$ cat config.mk
export PLATFORM = sky130hd
export DESIGN_NAME = pbuf_ctrl
export DESIGN_NICKNAME = d
export VERILOG_FILES = /design/src/rtl/pbuf_pkg.sv /design/src/rtl/pbuf_cnt.sv /design/src/rtl/pbuf_store.sv /design/src/rtl/pbuf_err.sv /design/src/rtl/pbuf_ctrl.sv
export SDC_FILE = /design/constraint.sdc
export NUM_CORES = 1
export LEC_CHECK = 0
export CELL_PAD_IN_SITES_DETAIL_PLACEMENT = 0
export CELL_PAD_IN_SITES_GLOBAL_PLACEMENT = 1
export CORE_UTILIZATION = 40
export CTS_BUF_LIST = sky130_fd_sc_hd__clkbuf_16
export DETAILED_ROUTE_END_ITERATION = 7
export GPL_TIMING_DRIVEN = 0
export HOLD_SLACK_MARGIN = 0.05
export PLACE_DENSITY_LB_ADDON = 0.2
export SETUP_SLACK_MARGIN = 0.2
export SYNTH_ARGS = -nofsm -noshare
export SYNTH_HDL_FRONTEND = slang
export SYNTH_HIERARCHICAL = 1
export SYNTH_SLANG_ARGS = --single-unit
export TNS_END_PERCENT = 30
$ cat constraint.sdc
create_clock -name clk -period 7.1 [get_ports clk]
set_input_delay 1.065 -clock clk [delete_from_list [all_inputs] [get_ports clk]]
set_output_delay 1.065 -clock clk [all_outputs]
set_load 0.02 [all_outputs]
$ cat src/rtl/pbuf_pkg.sv
package pbuf_pkg;

    typedef enum logic [1:0] {
        ERR_NONE = 2'd0,
        ERR_ECC  = 2'd1,
        ERR_CHK  = 2'd2,
        ERR_FSM  = 2'd3
    } err_e;

    typedef enum logic [1:0] {
        CMD_DESCR  = 2'd0,
        CMD_ABSORB = 2'd1,
        CMD_FINAL  = 2'd2
    } scr_cmd_e;

    typedef enum logic [3:0] {
        S_RESET, S_RD, S_RDW, S_DSC, S_DSCW, S_DIGCLR, S_DIG,
        S_FIN, S_FINW, S_IDLE, S_CNRD, S_CNRDW, S_ERR
    } st_e;

    localparam logic [7:0] LOCK_ON   = 8'h96;
    localparam logic [7:0] LOCK_OFF  = 8'h69;
    localparam logic [7:0] DFLT_BYTE = 8'hC3;

    function automatic logic [7:0] lock_code(input logic nonzero);
        return nonzero ? LOCK_ON : LOCK_OFF;
    endfunction

    function automatic logic read_ok(input logic [1:0] status);
        return status <= 2'd1;
    endfunction

endpackage

$ cat src/rtl/pbuf_cnt.sv
module pbuf_cnt #(
    parameter int CW = 3
) (
    input  logic          clk,
    input  logic          rst,
    input  logic          clr,
    input  logic          inc,
    output logic [CW-1:0] cnt,
    output logic          err
);
    logic [CW-1:0] cnt_q;
    logic [CW-1:0] shd_q;   // holds the inverse of cnt_q

    always_ff @(posedge clk) begin
        if (rst || clr) begin
            cnt_q <= '0;
            shd_q <= '1;
        end else if (inc) begin
            cnt_q <= cnt_q + 1'b1;
            shd_q <= shd_q - 1'b1;
        end
    end

    assign cnt = cnt_q;
    assign err = (cnt_q != ~shd_q);

    AST_CNT_STEP: assert property (@(posedge clk) disable iff (rst)
        (inc && !clr) |=> (cnt_q == $past(cnt_q) + 1'b1));
    AST_CNT_CLEAR: assert property (@(posedge clk) disable iff (rst)
        clr |=> (cnt_q == '0));

endmodule

$ cat src/rtl/pbuf_store.sv
module pbuf_store
    import pbuf_pkg::*;
#(
    parameter int NB = 5,
    parameter int BW = 64,
    parameter int CW = 3
) (
    input  logic             clk,
    input  logic             rst,
    input  logic             we,
    input  logic [CW-1:0]    widx,
    input  logic [BW-1:0]    wdata,
    input  logic [CW-1:0]    ridx,
    input  logic             done,
    output logic [BW-1:0]    rblk,
    output logic [BW-1:0]    digest,
    output logic [NB*BW-1:0] data_o
);
    logic [BW-1:0]    blk_q [NB];
    logic [NB*BW-1:0] flat;

    for (genvar i = 0; i < NB; i++) begin : g_blk
        always_ff @(posedge clk) begin
            if (rst) blk_q[i] <= '0;
            else if (we && widx == CW'(i)) blk_q[i] <= wdata;
        end
        assign flat[i*BW +: BW] = blk_q[i];
    end

    always_comb begin
        rblk = '0;
        for (int i = 0; i < NB; i++)
            if (ridx == CW'(i)) rblk = blk_q[i];
    end

    assign digest = blk_q[NB-1];
    assign data_o = done ? flat : {(NB*BW/8){DFLT_BYTE}};

endmodule

$ cat src/rtl/pbuf_err.sv
module pbuf_err
    import pbuf_pkg::*;
(
    input  logic clk,
    input  logic rst,
    input  logic set_ecc,
    input  logic set_chk,
    input  logic set_fsm,
    output err_e err
);
    err_e err_q;

    always_ff @(posedge clk) begin
        if (rst) err_q <= ERR_NONE;
        else if (set_chk && (err_q == ERR_NONE || err_q == ERR_ECC)) err_q <= ERR_CHK;
        else if (set_fsm && err_q == ERR_NONE) err_q <= ERR_FSM;
        else if (set_ecc && err_q == ERR_NONE) err_q <= ERR_ECC;
    end

    assign err = err_q;

    AST_ERR_STICKY: assert property (@(posedge clk) disable iff (rst)
        (err_q != ERR_NONE) |=> (err_q != ERR_NONE));
    AST_FSM_FROM_CLEAN: assert property (@(posedge clk) disable iff (rst)
        (err_q != ERR_FSM) |=> (err_q != ERR_FSM || $past(err_q) == ERR_NONE));

endmodule

$ cat src/rtl/pbuf_ctrl.sv
module pbuf_ctrl
    import pbuf_pkg::*;
#(
    parameter int NB        = 5,
    parameter int BW        = 64,
    parameter int SCRAMBLED = 1,
    localparam int CW       = $clog2(NB)
) (
    input  logic             clk,
    input  logic             rst,
    input  logic             init_req_i,
    output logic             init_done_o,
    input  logic             integ_req_i,
    input  logic             cnsty_req_i,
    output logic             chk_ack_o,
    input  logic             esc_i,
    output logic             mem_req_o,
    output logic [CW-1:0]    mem_addr_o,
    input  logic             mem_gnt_i,
    input  logic             mem_rvalid_i,
    input  logic [BW-1:0]    mem_rdata_i,
    input  logic [1:0]       mem_status_i,
    output logic             mtx_req_o,
    input  logic             scr_gnt_i,
    input  logic             scr_ready_i,
    output logic             scr_vld_o,
    output logic [1:0]       scr_cmd_o,
    output logic [2*BW-1:0]  scr_data_o,
    input  logic             scr_vld_i,
    input  logic [BW-1:0]    scr_data_i,
    output logic [NB*BW-1:0] data_o,
    output logic [1:0]       err_o,
    output logic [7:0]       rd_lock_o,
    output logic [7:0]       wr_lock_o
);
    localparam logic [CW-1:0] LAST = CW'(NB - 1);
    localparam logic [CW-1:0] PEN  = CW'(NB - 2);
    localparam bit DESCR_ON = (SCRAMBLED != 0);

    st_e state_q, state_d;
    logic [CW-1:0] cnt;
    logic cnt_clr, cnt_inc, cnt_err;
    logic we;
    logic [BW-1:0] wdata, rblk, digest, lo_q;
    logic lo_ld, pass, done_q, ack_q;
    logic set_ecc, set_chk, set_fsm;
    err_e err;
    logic xfer, dig_ok;

    assign xfer   = scr_gnt_i && scr_ready_i;
    assign dig_ok = (digest == '0);

    pbuf_cnt #(.CW(CW)) u_cnt (
        .clk(clk), .rst(rst), .clr(cnt_clr), .inc(cnt_inc), .cnt(cnt), .err(cnt_err)
    );

    pbuf_store #(.NB(NB), .BW(BW), .CW(CW)) u_store (
        .clk(clk), .rst(rst), .we(we), .widx(cnt), .wdata(wdata), .ridx(cnt),
        .done(done_q), .rblk(rblk), .digest(digest), .data_o(data_o)
    );

    pbuf_err u_err (
        .clk(clk), .rst(rst), .set_ecc(set_ecc), .set_chk(set_chk),
        .set_fsm(set_fsm), .err(err)
    );

    always_comb begin
        state_d    = state_q;
        mem_req_o  = 1'b0;
        mtx_req_o  = 1'b0;
        scr_vld_o  = 1'b0;
        scr_cmd_o  = CMD_DESCR;
        scr_data_o = {{BW{1'b0}}, rblk};
        cnt_clr    = 1'b0;
        cnt_inc    = 1'b0;
        we         = 1'b0;
        wdata      = mem_rdata_i;
        lo_ld      = 1'b0;
        pass       = 1'b0;
        set_ecc    = 1'b0;
        set_chk    = 1'b0;
        set_fsm    = 1'b0;
        unique case (state_q)
            S_RESET: if (init_req_i) begin
                state_d = S_RD;
                cnt_clr = 1'b1;
            end
            S_RD: begin
                mem_req_o = 1'b1;
                if (mem_gnt_i) state_d = S_RDW;
            end
            S_RDW: if (mem_rvalid_i) begin
                if (!read_ok(mem_status_i)) begin
                    set_chk = 1'b1;
                    state_d = S_ERR;
                end else begin
                    set_ecc = (mem_status_i == 2'd1);
                    we      = 1'b1;
                    if (cnt == LAST) state_d = S_DIGCLR;
                    else if (DESCR_ON) state_d = S_DSC;
                    else begin
                        cnt_inc = 1'b1;
                        state_d = S_RD;
                    end
                end
            end
            S_DSC: begin
                mtx_req_o = 1'b1;
                scr_vld_o = 1'b1;
                if (xfer) state_d = S_DSCW;
            end
            S_DSCW: begin
                mtx_req_o = 1'b1;
                if (scr_vld_i) begin
                    we      = 1'b1;
                    wdata   = scr_data_i;
                    cnt_inc = 1'b1;
                    state_d = S_RD;
                end
            end
            S_DIGCLR: begin
                cnt_clr = 1'b1;
                state_d = S_DIG;
            end
            S_DIG: begin
                mtx_req_o = 1'b1;
                if (!cnt[0]) begin
                    lo_ld   = 1'b1;
                    cnt_inc = 1'b1;
                end else begin
                    scr_vld_o  = 1'b1;
                    scr_cmd_o  = CMD_ABSORB;
                    scr_data_o = {rblk, lo_q};
                    if (xfer) begin
                        if (cnt == PEN) state_d = S_FIN;
                        else cnt_inc = 1'b1;
                    end
                end
            end
            S_FIN: begin
                mtx_req_o  = 1'b1;
                scr_vld_o  = 1'b1;
                scr_cmd_o  = CMD_FINAL;
                scr_data_o = '0;
                if (xfer) state_d = S_FINW;
            end
            S_FINW: begin
                mtx_req_o = 1'b1;
                if (scr_vld_i) begin
                    if (scr_data_i == digest || dig_ok) begin
                        pass    = 1'b1;
                        state_d = S_IDLE;
                    end else begin
                        set_chk = 1'b1;
                        state_d = S_ERR;
                    end
                end
            end
            S_IDLE: begin
                if (integ_req_i) state_d = S_DIGCLR;
                else if (cnsty_req_i) state_d = S_CNRD;
            end
            S_CNRD: begin
                mem_req_o = 1'b1;
                if (mem_gnt_i) state_d = S_CNRDW;
            end
            S_CNRDW: if (mem_rvalid_i) begin
                if (!read_ok(mem_status_i)) begin
                    set_chk = 1'b1;
                    state_d = S_ERR;
                end else begin
                    set_ecc = (mem_status_i == 2'd1);
                    if (mem_rdata_i == digest || dig_ok) begin
                        pass    = 1'b1;
                        state_d = S_IDLE;
                    end else begin
                        set_chk = 1'b1;
                        state_d = S_ERR;
                    end
                end
            end
            S_ERR: ;
            default: begin
                state_d = S_ERR;
                set_fsm = 1'b1;
            end
        endcase
        if (esc_i || cnt_err) begin
            state_d = S_ERR;
            set_fsm = 1'b1;
        end
    end

    always_ff @(posedge clk) begin
        if (rst) begin
            state_q <= S_RESET;
            lo_q    <= '0;
            done_q  <= 1'b0;
            ack_q   <= 1'b0;
        end else begin
            state_q <= state_d;
            if (lo_ld) lo_q <= rblk;
            if (pass) done_q <= 1'b1;
            ack_q <= pass && done_q;
        end
    end

    assign mem_addr_o  = (state_q == S_CNRD) ? LAST : cnt;
    assign init_done_o = done_q;
    assign chk_ack_o   = ack_q;
    assign err_o       = err;
    assign rd_lock_o   = lock_code(!dig_ok);
    assign wr_lock_o   = lock_code(!dig_ok);

    AST_DONE_STICKY: assert property (@(posedge clk) disable iff (rst)
        done_q |=> done_q);
    AST_ERR_TERMINAL: assert property (@(posedge clk) disable iff (rst)
        (state_q == S_ERR) |=> (state_q == S_ERR));
    AST_ACK_IN_IDLE: assert property (@(posedge clk) disable iff (rst)
        chk_ack_o |-> (state_q == S_IDLE));
    AST_ESC_HALT: assert property (@(posedge clk) disable iff (rst)
        esc_i |=> (state_q == S_ERR));
    AST_XFER_GATED: assert property (@(posedge clk) disable iff (rst)
        (scr_vld_o && !(scr_gnt_i && scr_ready_i)) |=> $stable(state_q));

endmodule

==> summary.txt, run 1 <==
Route
  • Number of iterations in the first detailed-routing pass: 6
  • Remaining antenna violation count after routing: 0
  • Detailed router's first-iteration violation count: 2787
  • Residual DRC count: 0
  • Routed vias/inst: 5.90
  • Post-DR wirelength/cell: 32.2 um
  • WL final: 122000 um
  • Number of vias in the routed layout: 22300

Worst setup path
  • Startpoint of the most critical register-to-register path: state_q[0]
  • Type of origin of the critical path: flip-flop
  • Biggest cell delay along the critical path: 0.98 ns
  • Most common cell on crit path: sky130_fd_sc_hd__buf_2
  • Crit-path cells: buf_2 -> buf_2 -> and3b_1 -> clkbuf_1 -> a32oi_1 -> a31oi_1 -> a22o_1 -> clkdlybuf4s50_1
  • Capturing element type of the critical path: primary output
  • Data arrival time of the critical path: 5.02 ns
  • Crit path launch: u_cnt/cnt[0]
  • Largest fanout on the critical path: 11
  • Startpoint-to-endpoint class of the critical path: reg -> out
  • Required time of the critical path: 6.03 ns
  • CP max-delay cell: sky130_fd_sc_hd__clkbuf_1

Timing
  • Measured slew at the worst slew-check pin: 1.65 ns
  • Total Neg Setup Slack: 0 ns
  • Setup Viol. Count Final: 0
  • Maximum clock frequency: 164 MHz
  • Min Tclk post-route: 6.09 ns
  • Count of final max-slew check failures: 11
  • Unrepaired setup endpoints after global routing: no
  • Fin worst setup slack: 1.01 ns
  • Relative slew slack: -0.0983
  • Share of the cycle needed by the critical path after routing: 0.857
  • Clock Skew: ~0.025 ns
  • Final hold violation count: 0

Finish
  • Sequential cell area: 11200 um2
  • Final nets: ~3100
  • Leading cell types in the layout, fill and taps excluded: sky130_fd_sc_hd__clkdlybuf4s50_1, sky130_fd_sc_hd__and2_1, sky130_fd_sc_hd__edfxtp_1
  • Area of the multi-input gates: 11500 um2
  • Most common cell after layout, fill and taps aside: sky130_fd_sc_hd__clkdlybuf4s50_1
  • Fillers: 5227
  • Layout area overhead: 37.6%
  • Proportion of layout cells with a drive suffix above 1: 0.167

Global routing
  • Gr usage total: 0.393
  • Vias in the first global route: ~22000
  • Initial antenna violation count: 22
  • First-pass GRT wire length: 164000 um
  • Remaining global-route overflow: 0
  • Largest net degree at the start of global routing: 38

Clocking
  • Depth of the CTS H-tree: 2
  • Gates resized, CTS repair: 0
  • Number of sinks on the clock net: 398
  • Clock slew seen by the registers of the worst setup and hold paths: 0.06 ns
  • Clock root buffer master: sky130_fd_sc_hd__clkbuf_16
  • CTS tree: built
  • Worst-skew pair later-pin latency: 0.61 ns
  • Clock Path Buffers: 3
  • CTS Hold Bufs: 0
  • Number of buffers inserted to repair setup after CTS: 0
  • Number of buffers inserted during clock tree synthesis: 47

Floorplan
  • Chip Width: 244 um
  • Top-level I/O count: 617
  • Site row count: 88
  • Core Region: 57900 um2
  • Die Area: 59700 um2
  • Initial Utilization: 0.406
  • Die height: 244 um

Logic synthesis
  • Nets in the synthesized netlist: between 2000 and 2500
  • Area share of fa/ha/maj cells after synthesis: 0.00107
  • Synth Flop Type: sky130_fd_sc_hd__edfxtp_1
  • Yosys reg bits: 398
  • Multiplexer share of the synthesized area: 0.0631
  • Post-Synthesis Cells: about 2300
  • Simple-gate area share of the yosys netlist: 0.277
  • Yosys top cell by area: sky130_fd_sc_hd__edfxtp_1
  • Post-synth EDFFs: between 300 and 400
  • Compound-cell area share of the yosys netlist: 0.0953
  • Fraction of post-synthesis cell area in the top cell type by area: 0.409
  • Syn Area/Cell: 10.3 um2
  • Sequential area share after synthesis: 0.475
  • Count of warnings emitted by yosys: 6
  • Cell area after synthesis: 23500 um2
  • Combinational family with the most area after synthesis: simple AND/OR/NAND/NOR gates
  • Number of unique standard cell types used by synthesis: 61
  • Async SR Flop Fraction: 0
  • Synth top area cells: sky130_fd_sc_hd__edfxtp_1, sky130_fd_sc_hd__and2_1, sky130_fd_sc_hd__dfxtp_1, sky130_fd_sc_hd__and2_2, sky130_fd_sc_hd__mux2_2
  • Fraction of synthesized cell area in xor and xnor cells: 0.0500

Placed design
  • HPWL after detailed placement: 93300 um
  • Last weighted congestion value of the routability-driven placer: 0.948
  • Quantity of I/O buffers inserted on ports: 616
  • Setup slack at placement: roughly 1.8 ns

Flow run
  • Number of max-capacitance violations reported: 1

Min path
  • Class of the tightest hold or removal check: reg -> reg
  • Startpoint of the most critical hold path: lo_q[13]

Outcome
  • Violated checks: capacitance limit, slew limit
  • Run status: complete, but fails checks

Power and ir drop
  • Leakage dissipation: 12.1 nW
  • Peak supply drop: 0.000188 V
  • Total power per unit cell area: a little under 200 nW/um2
==> per-layer routing <==
metal  track usage  wire (um)
met4         0.190       6080
met2         0.630      56200
met5             0         40
met1         0.500      46300
met3        0.0867      12900
==> cell usage after synthesis (all sizes together), types with 67 or more instances <==
cell type	n
and2	544
clkbuf	133
mux2	128
nand2b	164
xor2	132
edfxtp	320
nand2	207
nor2	85
dfxtp	78
a31oi	67
a21oi	74
==> path summary, 6_finish.rpt <==
check                         end  slack, ns  depth (start not counted)
min                      lo_q[13]       0.46                          2
min reg2reg              lo_q[13]       0.46                          2
max reg2reg  u_store/blk_q[0][55]       2.56                         10
max                scr_data_o[62]       1.01                          8
==> state kept, by name, summed over array words and instances (netlist names) <==
signal	count
u_store/blk_q	320
lo_q	64
u_cnt/cnt	3
u_err/err	2
u_cnt/shd_q	3
chk_ack_o	1
state_q	4
init_done_o	1
==> layout make-up <==
type,instances,share of cell area
plain buffers,187,0.0260
clock buffers,48,0.0371
multi-input cells,1685,0.355
inverters,13,0.00151
well taps,765,0.0296
flip-flops and latches,398,0.345
diodes,18,0.00139
repair buffers,624,0.196
clock inverters,40,0.00828
==> cell families after synthesis <==
group	count (synthesis)
flip-flops	398
multiplexers	132
buffers and inverters	200
XOR/XNOR	134
AND/OR/NAND/NOR	1105
adder cells (fa/ha/maj)	2
AO/OA/AOI/OAI	312
==> worst max-delay path, delay by kind of cell (launching register included) <==
kind,cells,cell delay (ns)
DFF,1,0.74
AOI/OAI and AO/OA,3,0.96
and+or+nand+nor,1,0.36
buffers and inverters,4,2.36
==> power by group <==
part | internal [mW] | switching (mW) | total [mW]
logic | 0.514 | 0.762 | 1.28
clock network | 1.33 | 1.03 | 2.36
registers | 2.63 | 0.0877 | 2.72
==> metrics by stage <==
stage | hold slack, ns | total power [mW] | utilization | std cells | instance area [um2]
2_1_floorplan | 0.437 | 3.40 | - | 2283 | 23500
3_3_place_gp | 0.442 | 3.99 | 0.529 | 3664 | 30600
3_5_place_dp | 0.447 | 4.01 | 0.532 | 3672 | 30800
4_1_cts | 0.454 | 6.33 | 0.558 | 3760 | 32300
5_1_grt | 0.473 | 6.49 | 0.558 | 3773 | 32300
6_report | 0.455 | 6.35 | 0.558 | 3778 | 32300
(Power assumes the default switching activity.)
==> run 2, diff against run 1 <==
SETUP_SLACK_MARGIN = unset   (was 0.2)
==> results of run 2 <==
No change in the layout: final DEF, timing and power equal those of run 1.
==> run 3, diff against run 2 <==
SLEW_MARGIN = 20   (was unset)
==> run 3 against run 2 <==
  * The run now ends clean
  * Final cell count about the same
  * Register-to-register slack got worse by 0.06 ns
  * Clock skew down 0.0038 ns
  * Clock power grew 5%
  * Die area stayed put
  * Largest cell class unchanged
==> summary.txt, run 3 (synthesized netlist as in run 1, its figures left out) <==
Outcome
  • Run status: complete, no violations

Finish
  • Largest registers ranked by flip-flop count: u_store/blk_q (320), lo_q (64), state_q (4)
  • Area of the multi-input gates: 11500 um2
  • Sequential cell area: 11200 um2
  • Register name with the most flops: u_store/blk_q
  • Final nets: 3100
  • Most common cell after layout, fill and taps aside: sky130_fd_sc_hd__clkdlybuf4s50_1
  • Post-layout util: 0.560
  • Number of flip-flops in the largest register: 320
  • Post-Layout Cell Count: between 3000 and 4000
  • Proportion of layout cells with a drive suffix above 1: 0.170
  • Fillers: between 5000 and 6000
  • Layout area overhead: 38.1%
  • Leading cell types in the layout, fill and taps excluded: sky130_fd_sc_hd__clkdlybuf4s50_1, sky130_fd_sc_hd__and2_1, sky130_fd_sc_hd__edfxtp_1

Clocking
  • Clock Path Buffers: 3
  • Gates resized, CTS repair: 0
  • Number of sinks on the clock net: 398
  • Number of buffers inserted to repair setup after CTS: 0
  • CTS tree: built
  • CTS Hold Bufs: 0
  • Clock root buffer master: sky130_fd_sc_hd__clkbuf_16
  • Number of buffers inserted during clock tree synthesis: 47
  • Depth of the CTS H-tree: 2
  • Clock slew seen by the registers of the worst setup and hold paths: 0.06 ns
  • Worst-skew pair later-pin latency: 0.60 ns

Timing
  • Measured slew at the worst slew-check pin: 1.29 ns
  • Relative slew slack: 0.142
  • Min Tclk post-route: approximately 5.7 ns
  • Clock Skew: 0.0215 ns
  • Total Neg Setup Slack: 0 ns
  • Count of final max-slew check failures: 0
  • Maximum clock frequency: 175 MHz
  • Unrepaired setup endpoints after global routing: no
  • Setup Viol. Count Final: 0
  • Share of the cycle needed by the critical path after routing: 0.804
  • Final hold violation count: 0

Route
  • Post-DR wirelength/cell: 32.2 um
  • WL final: between 100000 and 150000 um
  • Remaining antenna violation count after routing: 0
  • Detailed router's first-iteration violation count: 2835
  • Number of vias in the routed layout: 22300
  • Routed vias/inst: 5.89
  • Number of iterations in the first detailed-routing pass: 6
  • Residual DRC count: 0

Worst setup path
  • Capturing element type of the critical path: primary output
  • CP max-delay cell: sky130_fd_sc_hd__clkbuf_1
  • Biggest cell delay along the critical path: 0.99 ns
  • Required time of the critical path: 6.03 ns
  • Type of origin of the critical path: flip-flop
  • Crit-path cells: clkbuf_1 -> clkbuf_1 -> a32oi_1 -> a31oi_1 -> a22o_1 -> clkdlybuf4s50_1
  • Kind of cell adding the most delay to the critical path: buffers and inverters
  • Number of buffers and inverters on the critical path: 3
  • Most common cell on crit path: sky130_fd_sc_hd__clkbuf_1
  • Data arrival time of the critical path: between 4 and 5 ns
  • Largest fanout on the critical path: 17
  • Startpoint-to-endpoint class of the critical path: reg -> out

Power and ir drop
  • Net Switching: 1.89 mW
  • Combinational power share: 0.197
  • Peak supply drop: a little under 0.0002 V
  • Switching share of power: 0.292
  • Pint: 4.59 mW
  • Leakage dissipation: 12.1 nW
  • Total power per unit cell area: roughly 200 nW/um2
  • Part of the total power dissipated in sequential elements: 0.420
  • Clock power share: 0.383

Global routing
  • Largest net degree at the start of global routing: 38
  • Remaining global-route overflow: 0
  • First-pass GRT wire length: 164000 um
  • Initial antenna violation count: 21
  • Vias in the first global route: ~22000
  • Gr usage total: 0.392

Floorplan
  • Top-level I/O count: 617
  • Die height: roughly 240 um
  • Site row count: 88
  • Core Region: 57900 um2
  • Initial Utilization: 0.406
  • Die Area: 59700 um2
  • Chip Width: 244 um

Flow run
  • Number of max-capacitance violations reported: 0

Min path
  • Class of the tightest hold or removal check: reg -> reg

Placed design
  • HPWL after detailed placement: 92800 um
  • Quantity of I/O buffers inserted on ports: 616
  • Number of cells after detailed placement: 3672
  • Last weighted congestion value of the routability-driven placer: 0.948
-- run 3: cell types whose count changed in the layout (fill, tap and decap cells not counted), sizes merged --
cell,change
bufinv,+3
inv,-1
clkinvlp,+1
buf,+1
clkinv,-3
-- run 3: final timing paths --
kind / start / endpoint / slack (ns) / cells past startpoint
setup / recovery: u_cnt/cnt[1] / scr_data_o[62] / 1.39 / 6
hold / removal: lo_q[11] / lo_q[11] / 0.45 / 2
setup reg to reg: state_q[0] / u_store/blk_q[0][55] / 2.50 / 10
hold reg to reg: lo_q[11] / lo_q[11] / 0.45 / 2
-- run 3: worst register-to-register path: stages, from the launching register on --
cell	delay, ns
sky130_fd_sc_hd__dfxtp_1	0.31
sky130_fd_sc_hd__buf_2	0.19
sky130_fd_sc_hd__nor2b_1	0.56
sky130_fd_sc_hd__nand3_1	0.41
sky130_fd_sc_hd__clkbuf_1	0.43
sky130_fd_sc_hd__buf_2	0.33
sky130_fd_sc_hd__o21ai_0	0.31
sky130_fd_sc_hd__or3b_4	0.53
sky130_fd_sc_hd__nor3_4	0.76
sky130_fd_sc_hd__clkbuf_2	0.47
sky130_fd_sc_hd__and2_2	0.20
-- run 3: per-layer routing --
metal / up-vias / routed length (um) / track usage
li1: 9334 / - / -
met1: 11000 / 45900 / 0.491
met2: 1644 / 56400 / 0.628
met3: 270 / 14000 / 0.107
met4: 10 / 5430 / 0.181
met5: - / 65 / 0
-- run 3: power groups by stage --
stage,sequential [mW],clock [mW],combinational [mW]
floorplan,2.73,0,0.668
global placement,2.77,0,1.23
detailed placement,2.76,0,1.24
CTS,2.72,2.48,1.25
global route,2.73,2.56,1.32
finish,2.72,2.48,1.28
-- run 3: stage by stage --
step                hold WS, ns  area, um2  worst slack [ns]  power, mW
finish                    0.455      32400              1.39       6.48
global placement          0.442      30600              1.66       3.99
CTS                       0.454      32400              1.16       6.44
global route              0.475      32400              1.44       6.61
detailed placement        0.447      30800              1.78       4.01
floorplan                 0.437      23500              3.77       3.40
-- run 3: area by class of cell --
type	instances	area share
multi-input cells	1685	0.354
clock buffers	48	0.0370
flip-flops and latches	398	0.344
clock inverters	40	0.0105
repair buffers	625	0.195
well taps	765	0.0295
diodes	18	0.00139
plain buffers	187	0.0263
inverters	13	0.00150
